==> config.mk <==
export PLATFORM = sky130hd
export DESIGN_NAME = regsel_busswitch
export DESIGN_NICKNAME = d
export VERILOG_FILES = /design/src/rtl/bsw_pkg.sv /design/src/rtl/bsw_sel_reg.sv /design/src/rtl/bsw_router.sv /design/src/rtl/regsel_busswitch.sv
export SDC_FILE = /design/constraint.sdc
export NUM_CORES = 1
export LEC_CHECK = 0
export CORE_AREA = 2 2 58 60
export CTS_CLUSTER_SIZE = 8
export DETAILED_ROUTE_END_ITERATION = 8
export DIE_AREA = 0 0 60 62
export DONT_BUFFER_PORTS = 1
export GPL_TIMING_DRIVEN = 0
export PLACE_DENSITY = 0.53
export SLEW_MARGIN = 40
export SYNTH_ARGS = -nofsm -noshare
export SYNTH_HDL_FRONTEND = slang
export SYNTH_HIERARCHICAL = 1
export SYNTH_SLANG_ARGS = --single-unit
==> constraint.sdc <==
create_clock -name clk -period 5.8 [get_ports clk]
set_clock_uncertainty 0.15 [all_clocks]
set_input_delay 0.29 -clock clk [delete_from_list [all_inputs] [get_ports clk]]
set_output_delay 0.29 -clock clk [all_outputs]
set_load 0.02 [all_outputs]
==> src/rtl/bsw_pkg.sv <==
package bsw_pkg;

  typedef enum logic [1:0] {
    SEL_OFF  = 2'b00,
    SEL_BOTH = 2'b01,
    SEL_B1   = 2'b10,
    SEL_B2   = 2'b11
  } sel_t;

  localparam int unsigned NUM_B = 2;

  typedef struct packed {
    logic [NUM_B-1:0] to_b;    // A drives B[i]
    logic [NUM_B-1:0] from_b;  // B[i] drives A (one-hot or zero)
  } route_t;

  // Single-level decode of the registered code and the direction.
  function automatic route_t decode_route(input sel_t s, input logic dir);
    route_t r;
    r.to_b   = '0;
    r.from_b = '0;
    if (!dir) begin
      case (s)
        SEL_BOTH: r.to_b = 2'b11;
        SEL_B1:   r.to_b = 2'b01;
        SEL_B2:   r.to_b = 2'b10;
        default:  r.to_b = 2'b00;
      endcase
    end else begin
      case (s)
        SEL_BOTH, SEL_B1: r.from_b = 2'b01;  // B1 has priority
        SEL_B2:           r.from_b = 2'b10;
        default:          r.from_b = 2'b00;
      endcase
    end
    return r;
  endfunction

endpackage

==> src/rtl/bsw_sel_reg.sv <==
module bsw_sel_reg
  import bsw_pkg::*;
(
  input  logic       clk,
  input  logic       rst,
  input  logic       load_n,
  input  logic [1:0] sel_d,
  output sel_t       sel_q
);

  logic do_load;
  assign do_load = !load_n;

  always_ff @(posedge clk) begin
    if (rst)
      sel_q <= SEL_OFF;
    else if (do_load)
      sel_q <= sel_t'(sel_d);
  end

  p_reset_off_r1: assert property (@(posedge clk) rst |=> sel_q == SEL_OFF)
    else $error("sel_q not cleared by reset");

  p_load_r2: assert property (@(posedge clk) disable iff (rst)
    do_load |=> sel_q == sel_t'($past(sel_d)))
    else $error("code not loaded");

  p_hold_r3: assert property (@(posedge clk) disable iff (rst)
    !do_load |=> $stable(sel_q))
    else $error("code changed without load");

endmodule

==> src/rtl/bsw_router.sv <==
module bsw_router
  import bsw_pkg::*;
#(
  parameter int unsigned W = 16
) (
  input  logic                    clk,
  input  logic                    rst,
  input  sel_t                    sel_q,
  input  logic                    dir,
  input  logic [W-1:0]            a_in,
  input  logic [NUM_B-1:0][W-1:0] b_in,
  output logic [W-1:0]            a_out,
  output logic [W-1:0]            a_oe,
  output logic [NUM_B-1:0][W-1:0] b_out,
  output logic [NUM_B-1:0][W-1:0] b_oe
);

  route_t           route;
  logic             a_drv;
  logic [NUM_B-1:0] b_drv;

  assign route = decode_route(sel_q, dir);
  assign a_drv = |route.from_b;

  genvar gi;
  generate
    for (gi = 0; gi < NUM_B; gi++) begin : g_bport
      assign b_drv[gi] = route.to_b[gi];
      assign b_out[gi] = b_drv[gi] ? a_in : '0;
      assign b_oe[gi]  = {W{b_drv[gi]}};
    end
  endgenerate

  always_comb begin
    a_out = '0;
    for (int i = NUM_B - 1; i >= 0; i--) begin
      if (route.from_b[i]) a_out = b_in[i];
    end
  end

  assign a_oe = {W{a_drv}};

  p_dir_excl_r8: assert property (@(posedge clk) disable iff (rst)
    !(a_drv && (|b_drv)))
    else $error("both directions driving");

  p_off_r4: assert property (@(posedge clk) disable iff (rst)
    (sel_q == SEL_OFF) |-> (a_oe == '0 && b_oe == '0))
    else $error("port driven with code 00");

  p_prio_r7: assert property (@(posedge clk) disable iff (rst)
    (dir && sel_q == SEL_BOTH) |-> a_out == b_in[0])
    else $error("B1 priority lost");

  p_from_onehot_r7: assert property (@(posedge clk) disable iff (rst)
    $onehot0(route.from_b))
    else $error("more than one B source");

  p_idle_zero_r9: assert property (@(posedge clk) disable iff (rst)
    (a_oe == '0) |-> (a_out == '0))
    else $error("undriven A not zero");

endmodule

==> src/rtl/regsel_busswitch.sv <==
module regsel_busswitch
  import bsw_pkg::*;
#(
  parameter int unsigned W = 16
) (
  input  logic         clk,
  input  logic         rst,
  input  logic         load_n,
  input  logic [1:0]   conn_sel,
  input  logic         dir,
  input  logic [W-1:0] a_in,
  input  logic [W-1:0] b1_in,
  input  logic [W-1:0] b2_in,
  output logic [W-1:0] a_out,
  output logic [W-1:0] a_oe,
  output logic [W-1:0] b1_out,
  output logic [W-1:0] b1_oe,
  output logic [W-1:0] b2_out,
  output logic [W-1:0] b2_oe
);

  sel_t                    sel_q;
  logic [NUM_B-1:0][W-1:0] b_in_pk;
  logic [NUM_B-1:0][W-1:0] b_out_pk;
  logic [NUM_B-1:0][W-1:0] b_oe_pk;

  assign b_in_pk[0] = b1_in;
  assign b_in_pk[1] = b2_in;

  bsw_sel_reg u_sel (
    .clk    (clk),
    .rst    (rst),
    .load_n (load_n),
    .sel_d  (conn_sel),
    .sel_q  (sel_q)
  );

  bsw_router #(.W(W)) u_route (
    .clk   (clk),
    .rst   (rst),
    .sel_q (sel_q),
    .dir   (dir),
    .a_in  (a_in),
    .b_in  (b_in_pk),
    .a_out (a_out),
    .a_oe  (a_oe),
    .b_out (b_out_pk),
    .b_oe  (b_oe_pk)
  );

  assign b1_out = b_out_pk[0];
  assign b2_out = b_out_pk[1];
  assign b1_oe  = b_oe_pk[0];
  assign b2_oe  = b_oe_pk[1];

  p_b_zero_r9: assert property (@(posedge clk) disable iff (rst)
    (b1_oe == '0 |-> b1_out == '0) and (b2_oe == '0 |-> b2_out == '0))
    else $error("undriven B port not zero");

endmodule

==> summary.txt <==
Run status
  – Status: finished, final reports clean

STA
  – Fmax: approximately 390 MHz
  – Final setup violation count: 0
  – TNS Setup: 0 ps
  – Final hold vios: 0
  – Slew headroom: slightly below 60%
  – Tmin final: between 2000 and 3000 ps
  – Tcrit/Tclk final: between 40% and 50%
  – RSZ-0062 raised after global routing: false
  – Slew Limit Fails: 0
  – Worst-margin pin slew: slightly above 600 ps

Logic synthesis
  – Xor/xnor cell area share of the yosys netlist: 0%
  – Main combinational cell family by area after synthesis: buffers and inverters
  – Synth Area in Adders: between 4 and 5%
  – Post-Synth Simple-Gate Area: between 20 and 30%
  – Fraction of registers with async set/reset: 0%
  – Most used flip-flop cell after synthesis: dfxtp_1
  – Mean Syn Cell Area: 8.24 um^2
  – Top post-synthesis cells by area: buf_4 (35%), a32o_1 (16%), nor4b_1 (14%)
  – Synth cell types: 19
  – Syn Nets: around 180
  – Top cell type by total area after synthesis: buf_4
  – Number of synthesized flops with an enable pin: 0
  – Syn Std Cell Area: 1020 um^2
  – Multiplexer share of the synthesized area: roughly 2.0%
  – Most frequent cell after synthesis: buf_4
  – Top cell type's share of synthesized area: about a third
  – YS warnings: 6
  – Compound-cell area share of the yosys netlist: between 10% and 20%
  – Top cells by count, synth: buf_4 (47), and2_1 (17), a32o_1 (16), nor4b_1 (16)
  – FF+latch count, synth: 2
  – Sequential area share after synthesis: about 3.9%
  – Cells after Synth: 124

Worst hold path
  – Min-delay worst type: in2reg

Placement
  – DP Area: 1190 um^2
  – Placer Congestion: around 0.62
  – # placed instances: around 170
  – IO buf count: 0
  – Post-DP HPWL: about 2300 um

Setup path
  – CP Capture Type: output port
  – Crit path buffers/inverters: 5
  – Worst Path Required: 5360 ps
  – CP startpoint kind: flip-flop
  – Kind of cell adding the most delay to the critical path: buffers and inverters
  – Arrival time worst endpoint: ~2200 ps
  – Most used cell, CP: buf_2
  – Crit path cell chain: inv_1, ha_1, buf_2, buf_6, nor3_2, buf_2, buf_4
  – Worst setup path class: reg2out
  – Worst-path fanout max: 13
  – Crit-path max cell delay: around 430 ps
  – Critical path's slowest cell: nor3_2

Cells and area
  – Fin area: roughly 1200 um^2
  – Fill cell count: 315
  – Register area: around 40 um^2
  – Fin nets: 189
  – Area growth, synth to finish: 19.6%
  – Diode count: 0
  – Number of flip-flops under the largest register name: 2
  – Final Non-Filler Cells: 175
  – Regs by FF count: u_sel/sel_q (2)
  – Reg with most FFs: u_sel/sel_q
  – Footprint of the multi-input gates: 628 um^2
  – Share of cells above drive strength 1: between 60 and 70%

Floorplan
  – Die ar.: roughly 3700 um^2
  – Core area: around 3200 um^2
  – IO Count: 150
  – Die H: roughly 62 um
  – Initial Utilization: about 32%
  – Chip width: 60 um
  – Row count: 21

Drt
  – Total iterations of the first detailed-routing run: 4
  – Routed wire length per instance: 14.9 um
  – Final ANT Viol Nets: 0
  – Detailed-route via count: slightly above 900
  – Final WL: 2610 um
  – Vias/cell: 5.17
  – DRC: 0
  – Initial DRC Count: between 40 and 50

Clocking
  – H-Tree Depth: 1
  – CTS tree: yes
  – Max Root-Sink Buffers: 2
  – Reg clk slew, reported paths: about 30 ps
  – CTS Buf Count: 3
  – Hold buffers post-CTS: 1
  – Clk sinks: 2
  – Resize count post-CTS: 0
  – Worst-Skew Late Latency: about 220 ps
  – Setup bufs post-CTS: 0
  – CTS root buf: clkbuf_4

Pwr
  – VDD IR max: 0.0850 mV
  – Total power: roughly 0.17 mW
  – Power per cell area: ~140 nW/um^2
  – Leakage: ~0.53 nW

Job
  – Max-cap check violation count: 0

GRT
  – Vias in the first global route: about 660
  – Largest net degree at the start of global routing: 26
  – First-pass GRT wire length: 3120 um
  – Grt ovf: 0
  – Initial antenna violation count: 0
  – All-layer global routing usage: ~11%
power breakdown:
part           internal, mW  leakage [nW]  total [mW]  switching [mW]
logic                0.0447         0.498       0.121          0.0767
clock network        0.0228        0.0138      0.0306         0.00776
registers            0.0147        0.0165      0.0156        0.000929
final cells by class:
class	count	area share, %
Inverter	2	0.614
Multi-Input combinational cell	62	51.4
Buffer	58	36.9
Clock buffer	3	1.84
Timing Repair Buffer	2	1.23
Sequential cell	2	3.28
Tap cell	46	4.71
worst register-to-register path, stage by stage (launching register included):
cell and delay, ps:
dfxtp_1 340, mux2i_1 140, nor2_1 50
cell families after synthesis:
logic type,Yosys count
flip-flops,2
buffers and inverters,60
adder cells (fa/ha/maj),4
AO/OA/AOI/OAI,17
AND/OR/NAND/NOR,39
multiplexers,2
path summary, 6_finish.rpt:
check                   end  depth (start not counted)           start  slack (ps)
min          u_sel/sel_q[0]                          2     conn_sel[0]          70
max               b2_oe[13]                          7  u_sel/sel_q[0]        3200
min reg2reg  u_sel/sel_q[1]                          2  u_sel/sel_q[1]         410
max reg2reg  u_sel/sel_q[0]                          2  u_sel/sel_q[0]        5020
layout by cell type (no fill, tap or decap), types with 2 or more instances in the layout:
| cell | count |
|---|---|
| buf_6 | 4 |
| clkbuf_4 | 3 |
| dfxtp_1 | 2 |
| nor2_1 | 2 |
| a32o_1 | 16 |
| and2_1 | 17 |
| buf_2 | 5 |
| buf_4 | 47 |
| inv_1 | 2 |
| mux2i_1 | 2 |
| nor4b_2 | 16 |
| ha_1 | 4 |
layer usage:
layer	global-route usage (%)	vias to the layer above	share of wire, %
met5	0	-	0
met3	3.52	0	13
met1	14.3	411	37
li1	-	407	-
met4	2.86	0	0
met2	18.3	87	50
per-stage QoR:
step | hold WS (ps) | setup WS, ps | util, %
6_report | 70.9 | 3200 | 38.4
5_1_grt | 82.1 | 3020 | 38.4
4_1_cts | 62.3 | 3160 | 38.4
3_5_place_dp | 216 | 3400 | 37.4
3_3_place_gp | 215 | 2720 | 34.0
2_1_floorplan | 212 | 2920 | -
(Power assumes the default switching activity.)
